===== config.mk =====
export PLATFORM = sky130hd
export DESIGN_NAME = operand_forward_unit
export DESIGN_NICKNAME = d
export VERILOG_FILES = /design/src/rtl/opfwd_pkg.sv /design/src/rtl/fwd_match.sv /design/src/rtl/fwd_mux.sv /design/src/rtl/load_use_detect.sv /design/src/rtl/operand_forward_unit.sv
export SDC_FILE = /design/constraint.sdc
export NUM_CORES = 1
export LEC_CHECK = 0
export ABC_AREA = 0
export BUFFER_PORTS_ARGS = -buffer_cell sky130_fd_sc_hd__buf_2
export CORE_AREA = 2 2 90 92
export DETAILED_ROUTE_END_ITERATION = 8
export DIE_AREA = 0 0 92 94
export GPL_TIMING_DRIVEN = 0
export PLACE_DENSITY = 0.73
export SLEW_MARGIN = 10
export SYNTH_ARGS = -nofsm -noshare
export SYNTH_HDL_FRONTEND = slang
export SYNTH_SLANG_ARGS = --single-unit

===== constraint.sdc =====
create_clock -name vclk -period 4.6
set_clock_uncertainty 0.1 [all_clocks]
set_input_delay 0.23 -clock vclk [all_inputs]
set_output_delay 0.23 -clock vclk [all_outputs]
set_load 0.05 [all_outputs]

===== src/rtl/opfwd_pkg.sv =====
package opfwd_pkg;
   // Operand source encoding; the ALU input mux decodes these values.
   typedef enum logic [1:0] {
      SRC_RF    = 2'd0,
      SRC_EXMEM = 2'd1,
      SRC_MEMWB = 2'd2
   } opnd_src_e;

   localparam int unsigned NUM_OPND = 2;
endpackage


===== src/rtl/fwd_match.sv =====
module fwd_match #(
   parameter int unsigned REG_IDX_W      = 5,
   parameter bit          ZERO_REG_FIXED = 1'b1
) (
   input  logic [REG_IDX_W-1:0] src_idx,
   input  logic [REG_IDX_W-1:0] exm_dst,
   input  logic                 exm_wr_en,
   input  logic [REG_IDX_W-1:0] mwb_dst,
   input  logic                 mwb_wr_en,
   output opfwd_pkg::opnd_src_e sel
);
   import opfwd_pkg::*;

   logic exm_hit;
   logic mwb_hit;

   generate
      if (ZERO_REG_FIXED) begin : g_zero_fixed
         // Index 0 reads as constant zero, so no stage may forward into it.
         assign exm_hit = exm_wr_en && (exm_dst != '0) && (exm_dst == src_idx);
         assign mwb_hit = mwb_wr_en && (mwb_dst != '0) && (mwb_dst == src_idx);
      end else begin : g_zero_plain
         assign exm_hit = exm_wr_en && (exm_dst == src_idx);
         assign mwb_hit = mwb_wr_en && (mwb_dst == src_idx);
      end
   endgenerate

   // Younger result has strict priority over the older one.
   always_comb begin
      if (exm_hit)      sel = SRC_EXMEM;
      else if (mwb_hit) sel = SRC_MEMWB;
      else              sel = SRC_RF;
   end
endmodule


===== src/rtl/fwd_mux.sv =====
module fwd_mux #(
   parameter int unsigned DATA_W = 32
) (
   input  opfwd_pkg::opnd_src_e sel,
   input  logic [DATA_W-1:0]    rf_val,
   input  logic [DATA_W-1:0]    exm_val,
   input  logic [DATA_W-1:0]    mwb_val,
   output logic [DATA_W-1:0]    opnd
);
   import opfwd_pkg::*;

   always_comb begin
      unique case (sel)
         SRC_EXMEM: opnd = exm_val;
         SRC_MEMWB: opnd = mwb_val;
         default:   opnd = rf_val;
      endcase
   end
endmodule


===== src/rtl/load_use_detect.sv =====
module load_use_detect #(
   parameter int unsigned REG_IDX_W      = 5,
   parameter bit          ZERO_REG_FIXED = 1'b1
) (
   input  logic                 ex_is_load,
   input  logic [REG_IDX_W-1:0] ex_dst,
   input  logic [REG_IDX_W-1:0] id_src_a,
   input  logic [REG_IDX_W-1:0] id_src_b,
   output logic                 stall
);
   logic dst_live;
   logic src_match;

   generate
      if (ZERO_REG_FIXED) begin : g_zero_fixed
         assign dst_live = (ex_dst != '0);
      end else begin : g_zero_plain
         assign dst_live = 1'b1;
      end
   endgenerate

   assign src_match = (ex_dst == id_src_a) || (ex_dst == id_src_b);
   assign stall     = ex_is_load && dst_live && src_match;
endmodule


===== src/rtl/operand_forward_unit.sv =====
module operand_forward_unit #(
   parameter int unsigned REG_IDX_W      = 5,
   parameter int unsigned DATA_W         = 32,
   parameter bit          ZERO_REG_FIXED = 1'b1
) (
   input  logic [REG_IDX_W-1:0] ex_src_a,
   input  logic [REG_IDX_W-1:0] ex_src_b,
   input  logic [DATA_W-1:0]    ex_rf_a,
   input  logic [DATA_W-1:0]    ex_rf_b,
   input  logic [REG_IDX_W-1:0] exm_dst,
   input  logic                 exm_wr_en,
   input  logic [DATA_W-1:0]    exm_result,
   input  logic [REG_IDX_W-1:0] mwb_dst,
   input  logic                 mwb_wr_en,
   input  logic [DATA_W-1:0]    mwb_result,
   input  logic                 ex_is_load,
   input  logic [REG_IDX_W-1:0] ex_dst,
   input  logic [REG_IDX_W-1:0] id_src_a,
   input  logic [REG_IDX_W-1:0] id_src_b,
   output logic [1:0]           fwd_sel_a,
   output logic [1:0]           fwd_sel_b,
   output logic [DATA_W-1:0]    opnd_a,
   output logic [DATA_W-1:0]    opnd_b,
   output logic                 load_use_stall
);
   import opfwd_pkg::*;

   localparam int unsigned NREG = 1 << REG_IDX_W;

   generate
      if (REG_IDX_W < 1 || REG_IDX_W > 8) begin : g_bad_idx_w
         $error("operand_forward_unit: REG_IDX_W out of range");
      end
      if (DATA_W < 1) begin : g_bad_data_w
         $error("operand_forward_unit: DATA_W must be positive");
      end
      if (NREG < 2) begin : g_bad_nreg
         $error("operand_forward_unit: register file too small");
      end
   endgenerate

   logic [REG_IDX_W-1:0] src_idx [NUM_OPND];
   logic [DATA_W-1:0]    rf_val  [NUM_OPND];
   opnd_src_e            sel     [NUM_OPND];
   logic [DATA_W-1:0]    opnd    [NUM_OPND];

   assign src_idx[0] = ex_src_a;
   assign src_idx[1] = ex_src_b;
   assign rf_val[0]  = ex_rf_a;
   assign rf_val[1]  = ex_rf_b;

   generate
      for (genvar i = 0; i < NUM_OPND; i++) begin : g_opnd
         fwd_match #(
            .REG_IDX_W      (REG_IDX_W),
            .ZERO_REG_FIXED (ZERO_REG_FIXED)
         ) u_match (
            .src_idx   (src_idx[i]),
            .exm_dst   (exm_dst),
            .exm_wr_en (exm_wr_en),
            .mwb_dst   (mwb_dst),
            .mwb_wr_en (mwb_wr_en),
            .sel       (sel[i])
         );

         fwd_mux #(
            .DATA_W (DATA_W)
         ) u_mux (
            .sel     (sel[i]),
            .rf_val  (rf_val[i]),
            .exm_val (exm_result),
            .mwb_val (mwb_result),
            .opnd    (opnd[i])
         );
      end
   endgenerate

   assign fwd_sel_a = sel[0];
   assign fwd_sel_b = sel[1];
   assign opnd_a    = opnd[0];
   assign opnd_b    = opnd[1];

   load_use_detect #(
      .REG_IDX_W      (REG_IDX_W),
      .ZERO_REG_FIXED (ZERO_REG_FIXED)
   ) u_load_use (
      .ex_is_load (ex_is_load),
      .ex_dst     (ex_dst),
      .id_src_a   (id_src_a),
      .id_src_b   (id_src_b),
      .stall      (load_use_stall)
   );
endmodule


Word level (Yosys, flattened, before mapping):

Cells that the tools add are included.

* bits of input ports: 166
* flip-flop bits (word level): 0
* logic and storage cells: 28
* output and inout port bits: 69

* eq/ne operators: 10
* reduce and logical (&&, ||, !) cells: 12
* muxes and demuxes: 6

Operators by type and width (count)
* $pmux 32 s2: 2
* $eq 5x5->1: 6
* $reduce_bool 5->1: 3
* $logic_and 1x1->1: 8
* $mux 2: 4
* $eq 2x1->1 const B: 2
* $eq 2x2->1 const B: 2
* $logic_or 1x1->1: 1

Logic depth before layout (Yosys ltp):

Gate-level depths: netlist of the first run.

* word-level depth: 7
* mapped depth: 7
* mapped depth without buffers: 5

Hierarchy:

A second synthesis of the first run with hierarchy kept.

* cell total of the unflattened synthesis: 285
* area total of the unflattened synthesis: 1716.6 um^2

By module, submodules not included
* fwd_mux: sequential area each 0.0 um^2, area an instance 636.9 um^2, cells each 113, times used 2
* fwd_match: sequential area each 0.0 um^2, area an instance 158.9 um^2, cells each 21, times used 2
* load_use_detect: sequential area each 0.0 um^2, area an instance 125.1 um^2, cells each 17, times used 1

Least setup slack after synthesis of the first run:

Ideal clock, no wire load.

* path type: input port to output port
* from: input port exm_dst[2]
* to: output port fwd_sel_b[1]
* arrival time: 2241 ps
* required time: 4270 ps
* path buffers: 1
* slack: 2029 ps
* stages on the path: 6
* cells stage by stage: or4_4 o211ai_2 or2_1 buf_2 inv_2 nor4_2

* word-level cells in the longest chain between the ends: 4

RTL lines
* start: declaration: line operand_forward_unit.sv:10 `input logic [REG_IDX_W-1:0] exm_dst,`
* $reduce_bool 5->1: line fwd_match.sv:20 `assign exm_hit = exm_wr_en && (exm_dst != '0) && (exm_dst == src_idx);`
* $logic_and 1x1->1: line fwd_match.sv:20
* $logic_and 1x1->1 *: line fwd_match.sv:20
* named net g_opnd[1].u_match.exm_hit: line fwd_match.sv:14 `logic exm_hit;`
* $mux 2 *: line fwd_match.sv:30 `if (exm_hit) sel = SRC_EXMEM;`
* end: declaration: line operand_forward_unit.sv:21 `output logic [1:0] fwd_sel_b,`

The timed path passes the listed nets; every way through them passes the cells marked *.

Worst setup path after layout of the first run:

* from: input port mwb_dst[2]
* to: output port opnd_a[27]

* word-level cells in the longest chain between the ends: 7

RTL lines
* start: declaration: line operand_forward_unit.sv:13 `input logic [REG_IDX_W-1:0] mwb_dst,`
* $reduce_bool 5->1: line fwd_match.sv:21 `assign mwb_hit = mwb_wr_en && (mwb_dst != '0) && (mwb_dst == src_idx);`
* $logic_and 1x1->1: line fwd_match.sv:21
* $logic_and 1x1->1 *: line fwd_match.sv:21
* $mux 2 *: line fwd_match.sv:31 `else if (mwb_hit) sel = SRC_MEMWB;`
* $mux 2 *: line fwd_match.sv:30
* $eq 2x2->1 or $eq 2x1->1 (tied branches): line fwd_mux.sv:13 `unique case (sel)`
* $pmux 32 s2 *: line fwd_mux.sv:13
* end: declaration: line operand_forward_unit.sv:22 `output logic [DATA_W-1:0] opnd_a,`

Mark *: on every way between the ends. The rest lies on a longest branch, timed or not.

==> out/results.txt, run 1 <==
Sequential share of the synthesized area: 0%
DR iter-0 viols: 371
Pwr per Cell Area: 141.6 nW/um2
Crit. Startpoint: mwb_dst[2]
Drt first pass iters: 5
Status: finished clean
Sequential Area: 0 um2
Crit-path max FO: 10
Final worst slack: 1.947 ns
CTS Hold Buffers Added: 0
Period utilization: 57.67%
Synth top area cells: o31ai_1, a31oi_1, nor3_1
WS Path Type: primary input to primary output
Post-Syn Area: 2490 um2
DRC viols: 0
Static Leak: 0.001616 uW
Die height: 94 um
Top delay family on crit path: buffers and inverters
Sw power: 385.7 uW
Crit end category: primary output
GPL Wtd Cong: 0.9061
Diode count: 0
Drt wl/cell: 18.15 um
Sequential share of power: 0%
Area after DPL: 3794 um2
Vias in the first global route: 4,231
Yosys warnings: 0
Avg Inst Size Synth: 6.073 um2
Fin. max-slew vios: 0
Cell row count: 32
Vias/cell: 5.979
Comb power frac: 100.0%
Critical path depth: 7
Post-DP HPWL: 10,780 um
Max-cap violations: 0
Mapped Cells: 410
Placed instance count: 747
Chip width: 92 um
First-pass GRT wire length: 20,470 um
RSZ-0062 raised after global routing: false
Relative slew slack: 46.43%
Final setup TNS: 0 ns
Post-Syn Nets: 576
Actual slew at the worst max-slew pin: 0.7974 ns
Hold WC Path Type: primary input to primary output
Cell taking the most area after synthesis: o31ai_1
Top-count cell post-synth: nor3_1
Finished Layout Cells: 747
Final Setup Violations: 0
Cell area after layout: 3794 um2
Share of cells above drive strength 1: 41.24%
WL final: 13,560 um
GRT Overall Usage: 28.68%
Final hold violations: 0
Clock buf count: 0
Nets: 813
Worst setup path endpoint: opnd_a[27]
Synth top cells by count: nor3_1, a31oi_1, o31ai_1
CTS resizes: 0
CP arrival: 2.32 ns
Final Util: 49.87%
Peak supply drop: 0.06295 mV
Total internal power: 151.6 uW
CP most frequent cell: buf_2
Pre-CTS setup slack: 1.966 ns
Buffers & Inverters on Critical Path: 3
Die area: 8648 um2
Clk pwr share: 0%
Area of the multi-input gates: 2086 um2
Largest net degree at the start of global routing: 11
Port bufs: 235
Sw frac: 71.78%
Cell variety after synth: 28
Initial antenna violation count: 0
Core Footprint: 7607 um2
Startpoint Class: primary input
Peak Freq: 376.9 MHz
Fin crit period: 2.653 ns
IO Pins: 235
Total grt overflow: 0
Post-CTS Setup Bufs: 0
CP Cell Sequence: buf_2, xor2_1, nor3_1, clkbuf_1, nand4_1, a31oi_1, buf_2
Crit-path slowest cell: nor3_1
Seq cells: 0
Hold path cells: 4
Layout fillers: 828
Antenna Nets Post-Route: 0
DR vias: 4,466
Synth top area share: 18.99%
Crit path largest cell delay: 0.67 ns
Initial core utilization: 32.73%
Area Growth Syn to Fin: 52.36%
Req. time, crit path: 4.27 ns
[cell families after synthesis]
kind of cell,Yosys count,share of synthesized area [%]
AO/OA/AOI/OAI,134,37.64
XOR/XNOR,30,10.55
buffers and inverters,99,16.23
AND/OR/NAND/NOR,147,35.58
[layout make-up]
type / count / share of cell area [%]
Multi-Input combinational cell: 311 / 54.98
Timing Repair Buffer: 235 / 31.00
Inverter: 35 / 3.463
Buffer: 64 / 7.190
Tap cell: 102 / 3.364
[power by group through the flow]
| stage | Sequential (uW) | Combinational, uW | Clock (uW) |
|---|---|---|---|
| CTS | 0 | 532 | 0 |
| global route | 0 | 569 | 0 |
| detailed placement | 0 | 530 | 0 |
| global placement | 0 | 524 | 0 |
| finish | 0 | 537 | 0 |
| floorplan | 0 | 337 | 0 |
[how the worst min path moves through the flow]
stage	start	end	slack, ns
floorplan	ex_is_load	load_use_stall	0.60
global placement	ex_is_load	load_use_stall	0.76
detailed placement	ex_is_load	load_use_stall	0.76
CTS	ex_is_load	load_use_stall	0.76
global route	ex_rf_a[16]	opnd_a[16]	0.81
finish	ex_is_load	load_use_stall	0.76
[cells in the final DEF, fill, tap and decap left out]
cell / n
buf_2: 255
nor3_1: 66
o31ai_1: 63
a31oi_1: 63
clkbuf_1: 40
nand4_1: 34
inv_1: 33
or4_1: 32
xnor2_1: 19
xor2_1: 11
nand3_1: 3
o211ai_2: 2
or2_1: 2
inv_2: 2
nor4_1: 2
buf_1: 2
or3_1: 2
o31a_1: 2
nor4_2: 2
buf_4: 2
or4_4: 1
a21bo_2: 1
nand2_1: 1
or2_2: 1
a21boi_1: 1
nor2_1: 1
o21ai_0: 1
a21oi_1: 1
[routing by layer]
layer / vias to the layer above / global-route usage, % / wire length, um
met4: 0 / 9.080 / 327
met5: - / 0 / 0
met2: 330 / 52.94 / 6673
met1: 2002 / 35.40 / 5294
li1: 2098 / - / -
met3: 36 / 1.926 / 1264
[stage by stage]
step                      hold WS (ns)  power [uW]
after global routing            0.8062       568.8
final                           0.7625       537.3
after floorplan                 0.6048       336.6
after detailed placement        0.7625       530.4
after CTS                       0.7642       532.1
after global placement          0.7643       524.5
Power figures use the tool's default switching activity.
==> inputs of run 2 (changes only) <==
==> constraint.sdc (replaced) <==
create_clock -name vclk -period 2.5
set_clock_uncertainty 0.1 [all_clocks]
set_input_delay 0.125 -clock vclk [all_inputs]
set_output_delay 0.125 -clock vclk [all_outputs]
set_load 0.05 [all_outputs]
==> run 2 against run 1 <==
- non-clock buffer count stayed put
- first-iteration DRC count is 5.7% lower
- global-route usage is the same
- clock-buffer cell count unchanged
- die area stayed put
- setup slack worse by 1.9 ns
- sequential share of layout area is the same
- via count is 0.76% higher
- critical path depth is the same
- largest power group unchanged
==> out/results.txt, run 2 (synthesis gave the netlist of run 1 again) <==
Fin. max-slew vios: 0 (unchanged)
Post-CTS Setup Bufs: 0 (unchanged)
Pwr Total: 995.0 uW (was 537.3 uW)
Area Growth Syn to Fin: 53.17% (was 52.36%)
Fin crit period: 2.445 ns
Total grt overflow: 0 (unchanged)
Static Leak: 0.001632 uW (was 0.001616 uW)
Grt met3 use: 1.926% (unchanged)
Hold Path Sink: load_use_stall (unchanged)
Post-DP HPWL: 10,780 um (unchanged)
Largest net degree at the start of global routing: 11 (unchanged)
Share of cells above drive strength 1: 42.33% (was 41.24%)
Nets: 813 (unchanged)
Crit end category: primary output (unchanged)
Cell area after layout: 3814 um2 (was 3794 um2)
GRT Overall Usage: 28.68% (unchanged)
GPL Wtd Cong: 0.9061 (unchanged)
Port bufs: 235 (unchanged)
Max-cap violations: 0 (unchanged)
Die area: 8648 um2 (unchanged)
Relative slew slack: 62.07% (was 46.43%)
CP arrival: 2.22 ns (was 2.32 ns)
Drt first pass iters: 7 (was 5)
M1 GR Usage: 35.40% (unchanged)
Global-route layer with the greatest usage: met2 (unchanged)
Most frequent cells in the layout: buf_2, nor3_1, o31ai_1, a31oi_1, clkbuf_1 (unchanged)
Peak Freq: 409.1 MHz
DRC viols: 0 (unchanged)
Hold WC Path Type: primary input to primary output (unchanged)
Chip width: 92 um (unchanged)
Initial antenna violation count: 0 (unchanged)
Status: finished clean (unchanged)
Actual slew at the worst max-slew pin: 0.5678 ns (was 0.7974 ns)
Req. time, crit path: 2.28 ns (was 4.27 ns)
IO Pins: 235 (unchanged)
Hold Path Origin: ex_is_load (unchanged)
Vias/cell: 6.024 (was 5.979)
Drt wl/cell: 18.28 um (was 18.15 um)
Hold path cells: 4 (unchanged)
DR iter-0 viols: 350 (was 371)
Peak supply drop: 0.1104 mV (was 0.06295 mV)
Final hold violations: 0 (unchanged)
Cell row count: 32 (unchanged)
Diode count: 0 (unchanged)
DR vias: 4,500 (was 4,466)
Sequential Area: 0 um2 (unchanged)
First-pass GRT wire length: 20,470 um (unchanged)
Period utilization: 97.79%
WS Path Type: primary input to primary output (unchanged)
Area after DPL: 3794 um2 (unchanged)
Clock buf count: 0 (unchanged)
Final setup TNS: 0 ns (unchanged)
WL final: 13,660 um (was 13,560 um)
Pwr per Cell Area: 260.9 nW/um2 (was 141.6 nW/um2)
Seq cells: 0 (unchanged)
Final Setup Violations: 0 (unchanged)
Startpoint Class: primary input (unchanged)
Met2 usage: 52.94% (unchanged)
Core Footprint: 7607 um2 (unchanged)
RSZ-0062 raised after global routing: false (unchanged)
Most common cell after layout, fill and taps aside: buf_2 (unchanged)
Vias in the first global route: 4,231 (unchanged)
Final Util: 50.13% (was 49.87%)
Crit-path max FO: 10 (unchanged)
Initial core utilization: 32.73% (unchanged)
Antenna Nets Post-Route: 0 (unchanged)
Die height: 94 um (unchanged)
-- run 2: critical path, stage by stage --
cell,delay [ns]
buf_2,0.13
or4_4,0.55
o211ai_2,0.38
clkbuf_1,0.45
nor3_1,0.11
a31oi_1,0.18
buf_2,0.29
-- run 2: per-layer routing --
metal / wire length [um] / vias up
met4: 369 / 0
met5: 0 / -
li1: - / 2103
met3: 1288 / 44
met1: 5282 / 2029
met2: 6718 / 324
-- run 2: layout make-up --
class                      count  area [um2]
buffer                        64       281.5
fill                         826        3794
inverter                      35       131.4
multi-input combinational    311        2097
tap                          102       127.6
timing repair buffer         235        1176
-- run 2: repair_timing --
action,CTS,global route
hold buffers,0,0
resized for setup,0,12
setup endpoints to repair,0,54
-- run 2: worst max-delay path by stage --
stage / start / to / cells past startpoint / slack (ns)
2_1_floorplan: exm_dst[2] / fwd_sel_b[1] / 6 / 0.14
3_3_place_gp: mwb_dst[0] / opnd_a[29] / 9 / 0.09
3_5_place_dp: mwb_dst[0] / opnd_b[5] / 9 / 0.08
4_1_cts: mwb_dst[0] / opnd_a[27] / 9 / 0.08
5_1_grt: exm_dst[2] / opnd_a[24] / 7 / 0.02
6_report: exm_dst[2] / opnd_b[8] / 7 / 0.06
-- run 2: report_power, final --
| part | switching (uW) | internal (uW) | total, uW |
|---|---|---|---|
| clock | 0 | 0 | 0 |
| sequential | 0 | 0 | 0 |
| combinational | 713 | 282 | 995 |
-- run 2: through the flow --
stage	cells	setup slack (ns)	hold slack, ns
6_report	747	0.05532	0.5525
5_1_grt	747	0.02017	0.5962
4_1_cts	747	0.07710	0.5542
3_5_place_dp	747	0.07631	0.5525
3_3_place_gp	747	0.09459	0.5543
2_1_floorplan	410	0.1387	0.3948
